$ cat src/rtl/slp_pkg.sv
package slp_pkg;

    localparam int unsigned TYP_W   = 3;
    localparam int unsigned NUM_CTL = 6;

    localparam logic [TYP_W-1:0] TYP_S1 = 3'd1;
    localparam logic [TYP_W-1:0] TYP_S3 = 3'd3;
    localparam logic [TYP_W-1:0] TYP_S4 = 3'd4;
    localparam logic [TYP_W-1:0] TYP_S5 = 3'd5;

    typedef enum logic [1:0] {
        DP_S1,
        DP_S3,
        DP_S4,
        DP_S5
    } depth_e;

    typedef enum logic [3:0] {
        ST_OFF,
        ST_ON,
        EN_STOP,
        EN_SUSP,
        EN_RST,
        EN_R3,
        EN_R4,
        EN_R5,
        ST_SLP,
        EX_R5,
        EX_R4,
        EX_R3,
        EX_RST,
        EX_SUSP
    } seq_state_e;

    // Ladder level n means the first n controls (stop first) are asserted.
    // The returned vector is active low, ordered {stop, susp, rst, r3, r4, r5}.
    function automatic logic [NUM_CTL-1:0] level_to_ctl(input int unsigned lvl);
        logic [NUM_CTL-1:0] v;
        for (int unsigned i = 0; i < NUM_CTL; i++) begin
            v[NUM_CTL-1-i] = !(lvl > i);
        end
        return v;
    endfunction

endpackage

$ cat src/rtl/slp_step_timer.sv
module slp_step_timer #(
    parameter int unsigned DLY_W = 8
) (
    input  logic             clk,
    input  logic             rst_n,
    input  logic             restart,
    input  logic [DLY_W-1:0] dly,
    output logic             done
);

    logic [DLY_W-1:0] cnt;
    logic [DLY_W:0]   cnt_next;

    always_ff @(posedge clk or negedge rst_n) begin
        if (!rst_n) begin
            cnt <= '0;
        end else if (restart) begin
            cnt <= '0;
        end else if (cnt != {DLY_W{1'b1}}) begin
            cnt <= cnt + {{(DLY_W-1){1'b0}}, 1'b1};
        end
    end

    // The state has been held cnt+1 cycles; a delay of zero acts as one.
    always_comb begin
        cnt_next = {1'b0, cnt} + {{DLY_W{1'b0}}, 1'b1};
        done     = (cnt_next >= {1'b0, dly});
    end

endmodule

$ cat src/rtl/slp_req_decode.sv
module slp_req_decode
    import slp_pkg::*;
(
    input  logic             typ_wr,
    input  logic [TYP_W-1:0] typ_val,
    output logic             req_ok,
    output depth_e           req_depth
);

    always_comb begin
        req_ok    = 1'b0;
        req_depth = DP_S5;
        case (typ_val)
            TYP_S1: begin req_ok = typ_wr; req_depth = DP_S1; end
            TYP_S3: begin req_ok = typ_wr; req_depth = DP_S3; end
            TYP_S4: begin req_ok = typ_wr; req_depth = DP_S4; end
            TYP_S5: begin req_ok = typ_wr; req_depth = DP_S5; end
            default: begin req_ok = 1'b0; req_depth = DP_S5; end
        endcase
    end

endmodule

$ cat src/rtl/slp_wake_latch.sv
module slp_wake_latch (
    input  logic clk,
    input  logic rst_n,
    input  logic wake,
    input  logic set_en,
    input  logic clr,
    output logic pend
);

    always_ff @(posedge clk or negedge rst_n) begin
        if (!rst_n) begin
            pend <= 1'b0;
        end else if (set_en && wake) begin
            pend <= 1'b1;
        end else if (clr) begin
            pend <= 1'b0;
        end
    end

endmodule

$ cat src/rtl/slp_fsm.sv
module slp_fsm
    import slp_pkg::*;
(
    input  logic               clk,
    input  logic               rst_n,
    input  logic               pwr_ok,
    input  logic               stay_off,
    input  logic               req_ok,
    input  depth_e             req_depth,
    input  logic               wake,
    input  logic               wake_pend,
    input  logic               stop_ack,
    input  logic               step_done,
    output logic               restart,
    output logic               in_entry,
    output logic               clr_pend,
    output logic [NUM_CTL-1:0] ctl
);

    seq_state_e  state, nxt;
    depth_e      depth;
    int unsigned lvl;
    logic        go_up;

    assign go_up = wake || wake_pend;

    // next-state logic
    always_comb begin
        nxt = state;
        if (!pwr_ok) begin
            nxt = ST_OFF;
        end else begin
            unique case (state)
                ST_OFF:  nxt = stay_off ? ST_SLP : EX_R5;
                ST_ON:   if (req_ok) nxt = EN_STOP;
                EN_STOP: if (stop_ack && step_done)
                             nxt = (depth == DP_S1) ? ST_SLP : EN_SUSP;
                EN_SUSP: if (step_done) nxt = EN_RST;
                EN_RST:  if (step_done) nxt = EN_R3;
                EN_R3: begin
                    if (depth == DP_S3)  nxt = ST_SLP;
                    else if (step_done)  nxt = EN_R4;
                end
                EN_R4: begin
                    if (depth == DP_S4)  nxt = ST_SLP;
                    else if (step_done)  nxt = EN_R5;
                end
                EN_R5:   nxt = ST_SLP;
                ST_SLP: begin
                    if (go_up) begin
                        unique case (depth)
                            DP_S1: nxt = ST_ON;
                            DP_S3: nxt = EX_R3;
                            DP_S4: nxt = EX_R4;
                            DP_S5: nxt = EX_R5;
                            default: nxt = EX_R5;
                        endcase
                    end
                end
                EX_R5:   if (step_done) nxt = EX_R4;
                EX_R4:   if (step_done) nxt = EX_R3;
                EX_R3:   if (step_done) nxt = EX_RST;
                EX_RST:  if (step_done) nxt = EX_SUSP;
                EX_SUSP: if (step_done) nxt = ST_ON;
                default: nxt = ST_OFF;
            endcase
        end
    end

    // state register with captured depth
    always_ff @(posedge clk or negedge rst_n) begin
        if (!rst_n) begin
            state <= ST_OFF;
            depth <= DP_S5;
        end else begin
            state <= nxt;
            if (state == ST_OFF) begin
                depth <= DP_S5;
            end else if (state == ST_ON && req_ok && pwr_ok) begin
                depth <= req_depth;
            end
        end
    end

    // outputs decoded from state
    always_comb begin
        in_entry = 1'b0;
        clr_pend = 1'b0;
        lvl      = 0;
        unique case (state)
            ST_OFF:  begin lvl = 6; clr_pend = 1'b1; end
            ST_ON:   begin lvl = 0; clr_pend = 1'b1; end
            EN_STOP: begin lvl = 1; in_entry = 1'b1; end
            EN_SUSP: begin lvl = 2; in_entry = 1'b1; end
            EN_RST:  begin lvl = 3; in_entry = 1'b1; end
            EN_R3:   begin lvl = 4; in_entry = 1'b1; end
            EN_R4:   begin lvl = 5; in_entry = 1'b1; end
            EN_R5:   begin lvl = 6; in_entry = 1'b1; end
            ST_SLP: begin
                unique case (depth)
                    DP_S1: lvl = 1;
                    DP_S3: lvl = 4;
                    DP_S4: lvl = 5;
                    DP_S5: lvl = 6;
                    default: lvl = 6;
                endcase
            end
            EX_R5:   begin lvl = 5; clr_pend = 1'b1; end
            EX_R4:   begin lvl = 4; clr_pend = 1'b1; end
            EX_R3:   begin lvl = 3; clr_pend = 1'b1; end
            EX_RST:  begin lvl = 2; clr_pend = 1'b1; end
            EX_SUSP: begin lvl = 1; clr_pend = 1'b1; end
            default: begin lvl = 6; clr_pend = 1'b1; end
        endcase
        ctl     = level_to_ctl(lvl);
        restart = (nxt != state);
    end

endmodule

$ cat src/rtl/sleep_seq_top.sv
module sleep_seq_top
    import slp_pkg::*;
#(
    parameter int unsigned DLY_W = 8
) (
    input  logic             clk,
    input  logic             rst_n,
    input  logic             pwr_ok,
    input  logic             stay_off,
    input  logic             typ_wr,
    input  logic [2:0]       typ_val,
    input  logic             wake,
    input  logic [DLY_W-1:0] step_dly,
    input  logic             stop_ack,
    output logic             stop_req_n,
    output logic             susp_stat_n,
    output logic             plat_rst_n,
    output logic             rail_s3_n,
    output logic             rail_s4_n,
    output logic             rail_s5_n
);

    logic               req_ok;
    depth_e             req_depth;
    logic               wake_pend;
    logic               step_done;
    logic               restart;
    logic               in_entry;
    logic               clr_pend;
    logic [NUM_CTL-1:0] ctl;

    slp_req_decode u_dec (
        .typ_wr    (typ_wr),
        .typ_val   (typ_val),
        .req_ok    (req_ok),
        .req_depth (req_depth)
    );

    slp_step_timer #(.DLY_W(DLY_W)) u_tmr (
        .clk     (clk),
        .rst_n   (rst_n),
        .restart (restart),
        .dly     (step_dly),
        .done    (step_done)
    );

    slp_wake_latch u_wk (
        .clk    (clk),
        .rst_n  (rst_n),
        .wake   (wake),
        .set_en (in_entry),
        .clr    (clr_pend),
        .pend   (wake_pend)
    );

    slp_fsm u_fsm (
        .clk       (clk),
        .rst_n     (rst_n),
        .pwr_ok    (pwr_ok),
        .stay_off  (stay_off),
        .req_ok    (req_ok),
        .req_depth (req_depth),
        .wake      (wake),
        .wake_pend (wake_pend),
        .stop_ack  (stop_ack),
        .step_done (step_done),
        .restart   (restart),
        .in_entry  (in_entry),
        .clr_pend  (clr_pend),
        .ctl       (ctl)
    );

    assign {stop_req_n, susp_stat_n, plat_rst_n, rail_s3_n, rail_s4_n, rail_s5_n} = ctl;

endmodule

$ cat config.mk
export PLATFORM = sky130hd
export DESIGN_NAME = sleep_seq_top
export DESIGN_NICKNAME = d
export VERILOG_FILES = /design/src/rtl/slp_pkg.sv /design/src/rtl/slp_step_timer.sv /design/src/rtl/slp_req_decode.sv /design/src/rtl/slp_wake_latch.sv /design/src/rtl/slp_fsm.sv /design/src/rtl/sleep_seq_top.sv
export SDC_FILE = /design/constraint.sdc
export NUM_CORES = 1
export LEC_CHECK = 0
export BUFFER_PORTS_ARGS = -buffer_cell sky130_fd_sc_hd__buf_2
export CAP_MARGIN = 20
export CORE_MARGIN = 5
export CORE_UTILIZATION = 34
export CTS_CLUSTER_DIAMETER = 30
export DETAILED_ROUTE_END_ITERATION = 6
export GPL_ROUTABILITY_DRIVEN = 0
export SLEW_MARGIN = 20
export SYNTH_ARGS = -nofsm -noshare
export SYNTH_HDL_FRONTEND = slang
export SYNTH_HIERARCHICAL = 1
export SYNTH_SLANG_ARGS = --single-unit
export TNS_END_PERCENT = 5
$ cat constraint.sdc
create_clock -name clk -period 3.7 [get_ports clk]
set_input_delay 0.74 -clock clk [delete_from_list [all_inputs] [get_ports clk]]
set_output_delay 0.74 -clock clk [all_outputs]
set_load 0.01 [all_outputs]
# --- Word level (Yosys, flattened, before mapping) ---
# Cells that the tools add are included.
word_totals:
  register_bits: 15
  wordCells: 89
op_classes:
  order_cmp: 7
  eq_ne: 23
  n_mux: 30
  reduce_logical: 23
  add_sub_neg: 2
op_table:
  columns: ["op", "count"]
  rows:
  - ["32-bit one-hot mux with 7 select lines", 1]
  - ["32-bit one-hot mux with 4 select lines", 1]
  - ["32-bit by 1-bit greater-than comparator with 1-bit output, second input constant", 2]
  - ["32-bit by 2-bit greater-than comparator with 1-bit output, second input constant", 2]
  - ["32-bit by 3-bit greater-than comparator with 1-bit output, second input constant", 2]
  - ["4-bit two-way mux", 16]
  - ["4-bit one-hot mux with 14 select lines", 1]
  - ["4-bit equality test, second input constant", 6]
  - ["4-bit by 3-bit equality test with 1-bit output, second input constant", 4]
  - ["8-bit two-way mux", 2]
  - ["4-bit one-hot mux with 4 select lines", 1]
  - ["2-bit OR reduction", 5]
  - ["8-bit by 1-bit adder with 9-bit output, second input constant", 1]
  - ["9-bit by 8-bit greater-or-equal comparator with 1-bit output", 1]
  - ["8-bit by 1-bit adder with 8-bit output, second input constant", 1]
  - ["4-bit by 2-bit equality test with 1-bit output, second input constant", 2]
  - ["8-bit inequality test, second input constant", 1]
  - ["7-bit OR reduction", 1]
  - ["3-bit equality test, second input constant", 2]
  - ["1-bit logical NOT", 6]
  - ["2-bit one-hot mux with 3 select lines", 1]
  - ["6-bit OR reduction", 1]
  - ["1-bit two-way mux", 5]
  - ["2-bit equality test, second input constant", 2]
  - ["other kinds (13)", 18]

# --- Logic depth before layout (Yosys ltp) ---
logic_depth:
  depth_word: 8
  mapped_depth: 18

# --- Hierarchy ---
# Netlist, hierarchy kept.
modules_own_cells:
  columns: ["module", "seq_area_each_um2", "cells_each", "area_per_inst_um2", "instances"]
  rows:
  - ["slp_fsm", 152.6, 128, 968.4, 1]
  - ["slp_step_timer", 200.2, 72, 623.1, 1]
  - ["slp_wake_latch", 25.0, 4, 41.3, 1]
  - ["slp_req_decode", 0.0, 5, 37.5, 1]

# --- Worst setup path before layout ---
# OpenSTA, ideal clock, no wires.
synth_timing:
  path_type: "register to register"
  from: "reg u_tmr.cnt[0]"
  to: "reg u_tmr.cnt[6]"
  period_less_slack_ps: 3328
  slack_ps: 372
  t_arrival_ps: 3242
  stages_incl_launch_ff: 19
  path_cell_list: "dfrtp_1 > nand3_1 > or3_1 > xor2_1 > inv_1 > ha_1 > a211oi_1 > nor2_1 > nor3b_2 > o21ai_1 > buf_2 > xor2_1 > a32oi_1 > o22ai_1 > a21oi_1 > mux2i_1 > nand4_1 > buf_1 > nor3_1"
synth_via:
  elab_chain_cells: 8
  word_cells_on_any_way: 23
synth_rtl:
  columns: ["element", "line", "text"]
  rows:
  - ["start, declared", "slp_step_timer.sv:11", "logic [DLY_W-1:0] cnt;"]
  - ["start signal, assigned", "slp_step_timer.sv:20", "cnt <= cnt + {{(DLY_W-1){1'b0}}, 1'b1};"]
  - ["8-bit by 1-bit adder with 9-bit output (*)", "slp_step_timer.sv:26", "cnt_next = {1'b0, cnt} + {{DLY_W{1'b0}}, 1'b1};"]
  - ["9-bit by 8-bit greater-or-equal comparator with 1-bit output (*)", "slp_step_timer.sv:27", "done = (cnt_next >= {1'b0, dly});"]
  - ["via step_done", "sleep_seq_top.sv:26", "logic step_done;"]
  - ["4-bit two-way mux (tied with other cells)", "slp_fsm.sv:46", "else if (step_done) nxt = EN_R5;"]
  - ["4-bit two-way mux, on equally long branches", "slp_fsm.sv:45, slp_fsm.sv:36, slp_fsm.sv:41", null]
  - ["4-bit one-hot mux with 14 select lines (*)", "slp_fsm.sv:33", "unique case (state)"]
  - ["4-bit two-way mux (*)", "slp_fsm.sv:30", "if (!pwr_ok) begin"]
  - ["4-bit inequality test (*)", "slp_fsm.sv:116", "restart = (nxt != state);"]
  - ["via restart", "sleep_seq_top.sv:27", "logic restart;"]
  - ["8-bit two-way mux or 2-bit nonzero test (tied branches)", null, null]
# The timed path passes the listed nets; every way through them passes the cells marked *. The select of a mux whose other input is x is not followed.
# A chain may end at the register's enable or synchronous reset.

# --- Worst setup path after layout ---
# Same ends and word-level chain as after synthesis.

==> flow_summary.yaml <==
outcome:
  status: "finished, final reports clean"
routing:
  ant_nets: 0
  avgViaCountPerCell: 5.27
  drt-total-wl_um: 4000
  detailedRoute.firstIterationViolations: 120
  dr.pass1.iters: 4
  drcViolationCount: 0
  vias: 1561
  wl_per_cell_um: 13.5
critical_path:
  startpoint: "u_tmr/cnt[0]"
  worst_setup_path_end_kind: "register"
  worstSetupPathType: "register to register"
  crit_required_ns: 3.87
  start_kind: "register"
  crit_fanout: 8
  reg2reg_depth: 16
  rr_endpoint: "u_tmr/cnt[6]"
  critPathArrivalTime_ns: 3.65
  regToRegSetupSlack_ns: 0.22
  r2r_start: "u_tmr/cnt[0]"
global_routing:
  grt_max_degree: 23
  antenna_found_initial: 0
  grt_pass1_vias: 1452
  track_usage_pct: 12.9
  overflow: 0
  grt_pass1_wl_um: 6730
floorplanning:
  fp.dieW_um: 80.1
  dieHeight_um: 80.1
  rows: 25
  dieArea_um2: 6410
  start_util_pct: 35.1
  coreArea_um2: 4750
  io_pins: 24
clocking:
  htreeDepth: 1
  clockBufferDepth: 2
  clk_latency_ns: 0.25
  path_clk_slew_ns: 0.06
  clockRootBuffer: "clkbuf_8"
  cts_tree: "yes"
  holdBufCountCts: 0
  cts_sinks: 15
  numCtsBuffers: 3
synth:
  synthesis.nets: 243
  synth_edf_count: 0
  netlist_instances: 209
  ys_warn_count: 6
  avgSynthCellArea_um2: 7.99
  yosysUniqueCellTypes: 56
  postSynth.asyncResetShare_pct: 100
  synth_top_area_share_pct: 19.5
  netlist_top_cells_area: "dfrtp_1 (19%), ha_1 (12%), a21oi_1 (6.0%)"
  netlist_area_um2: 1670
  yosysTopAreaCell: "dfrtp_1"
  ys.flop_type: "dfrtp_1"
  ys_seq_area_share_pct: 22.6
  ys_ff_latch: 15
placement:
  hpwlAfterDp_um: 2910
  io_buffer_count: 23
worst_hold_path:
  hp-class: "primary input to async pin"
timing:
  finalCriticalPeriod_ns: 3.48
  fin_skew_ns: 0.00138
  slew_violations: 0
  max_freq_mhz: 288
  relSlewSlack_pct: 47.6
  setup_viol: 0
  period_share_pct: 94.0
  hold_violations: 0
  worst_slew_pin_slew_ns: 0.787
power:
  ir_worst_vdd_mv: 0.179
  p_leak_nw: 0.906
  total_power_mw: 0.720
  power_density_nw_per_um2: 366
layout:
  syn_to_final_growth_pct: 17.8
  layout-drive-gt1-share_pct: 25.8
  fin_util_pct: 41.4
  n_antenna_cell: 0
  final_nets: 264
  fill_cells: 509
job:
  max-cap-violations: 0
## layout by cell type (no fill, tap or decap), drive strengths merged, types with 2 or more instances in the layout
| master | count |
|---|---|
| a211oi | 2 |
| a21o | 2 |
| a21oi | 21 |
| a22oi | 3 |
| a311oi | 2 |
| and3 | 2 |
| buf | 30 |
| clkbuf | 4 |
| dfrtp | 13 |
| dfstp | 2 |
| ha | 16 |
| inv | 23 |
| mux2i | 6 |
| nand2 | 10 |
| nand2b | 3 |
| nand3 | 9 |
| nand4 | 2 |
| nor2 | 16 |
| nor2b | 3 |
| nor3 | 5 |
| nor3b | 2 |
| o211ai | 4 |
| o21ai | 18 |
| o2bb2ai | 2 |
| or2 | 2 |
| or3 | 2 |
| xnor2 | 5 |
| xor2 | 3 |
## repair_timing
| item | 4_1_cts | 5_1_grt |
|---|---|---|
| gates resized for setup | 0 | 18 |
| pin swaps | 1 | 11 |
| buffers inserted | 1 | 5 |
| setup endpoints to repair | 5 | 8 |
## how the worst max path moves through the flow
stage                   end  slack [ns]  cells after the start
6_report       u_tmr/cnt[6]        0.22                     16
5_1_grt        u_tmr/cnt[6]       -0.04                     18
4_1_cts        u_tmr/cnt[6]        0.06                     18
3_5_place_dp   u_tmr/cnt[6]       -0.05                     17
3_3_place_gp   u_tmr/cnt[6]        0.05                     16
2_1_floorplan  u_tmr/cnt[6]        0.37                     18
## kinds of logic after synthesis
logic type	count (synthesis)	share of synthesized area, %
buffers and inverters	37	10.6
AOI/OAI and AO/OA	65	25.5
DFF	15	22.6
adders and majority gates	16	12.0
and+or+nand+nor	62	21.4
muxes	6	3.60
xor gates and xnor gates	8	4.19
## cells in the mapped netlist (all sizes together), types with 2 or more instances
cell type	n
inv	23
a211oi	2
xor2	3
buf	10
nor3b	2
a21o	2
xnor2	5
a22oi	3
nor2b	3
nand4	2
nor2	16
and3	2
nand2	10
or2	2
a311oi	2
or3	2
mux2i	6
dfrtp	13
o211ai	4
clkbuf	4
ha	16
dfstp	2
nor3	5
nand3	9
o21ai	18
nand2b	3
o2bb2ai	2
a21oi	21
## area by class of cell
| class | count | area (µm²) | area share [%] |
|---|---|---|---|
| sequential | 15 | 379 | 19.3 |
| tap | 67 | 83.8 | 4.26 |
| multi-input combinational | 157 | 1200 | 60.9 |
| timing repair buffer | 30 | 175 | 8.91 |
| clock buffer | 4 | 45.0 | 2.29 |
| inverter | 23 | 86.3 | 4.39 |
## state kept, by name, summed over array words and instances (netlist names)
register,count
u_tmr/cnt,8
u_fsm/state,4
u_fsm/depth,2
u_wk/pend,1
## metrics by stage
stage	instances	worst slack, ns	hold WS (ns)	TNS (ns)	cell area (µm²)
detailed placement	286	-0.0469	0.526	-0.0957	1790
finish	296	0.223	0.389	0	1970
global route	296	-0.0350	0.423	-0.0575	1970
floorplan	209	0.372	0.444	0	1670
global placement	286	0.0464	0.511	0	1790
CTS	291	0.0603	0.402	0	1840
## routing by layer
metal | track usage, % | wire [µm] | up-vias
li1 | - | - | 782
met1 | 17.8 | 1840 | 735
met2 | 20.4 | 1880 | 36
met3 | 2.58 | 208 | 8
met4 | 3.55 | 78 | 0
met5 | 0 | 0 | -
## report_power, final
part | switching, mW | internal [mW]
Combinational | 0.194 | 0.152
Sequential | 0.0578 | 0.183
Clock | 0.0564 | 0.0762
Total | 0.308 | 0.411
## worst max-delay path: stages (launching register included)
cell and delay, ns:
dfrtp_1 0.42, nand3_2 0.10, or3_1 0.33, xor2_1 0.18, inv_1 0.10, ha_4 0.28, and4_1 0.16, o21ai_1 0.07
o21ai_2 0.21, nand3_2 0.13, a22oi_2 0.27, nand3_1 0.13, a32o_2 0.30, a2111oi_4 0.27, nand4_1 0.14, buf_6 0.16
nor3_2 0.15
No activity file was read; power rests on OpenSTA's default activity.
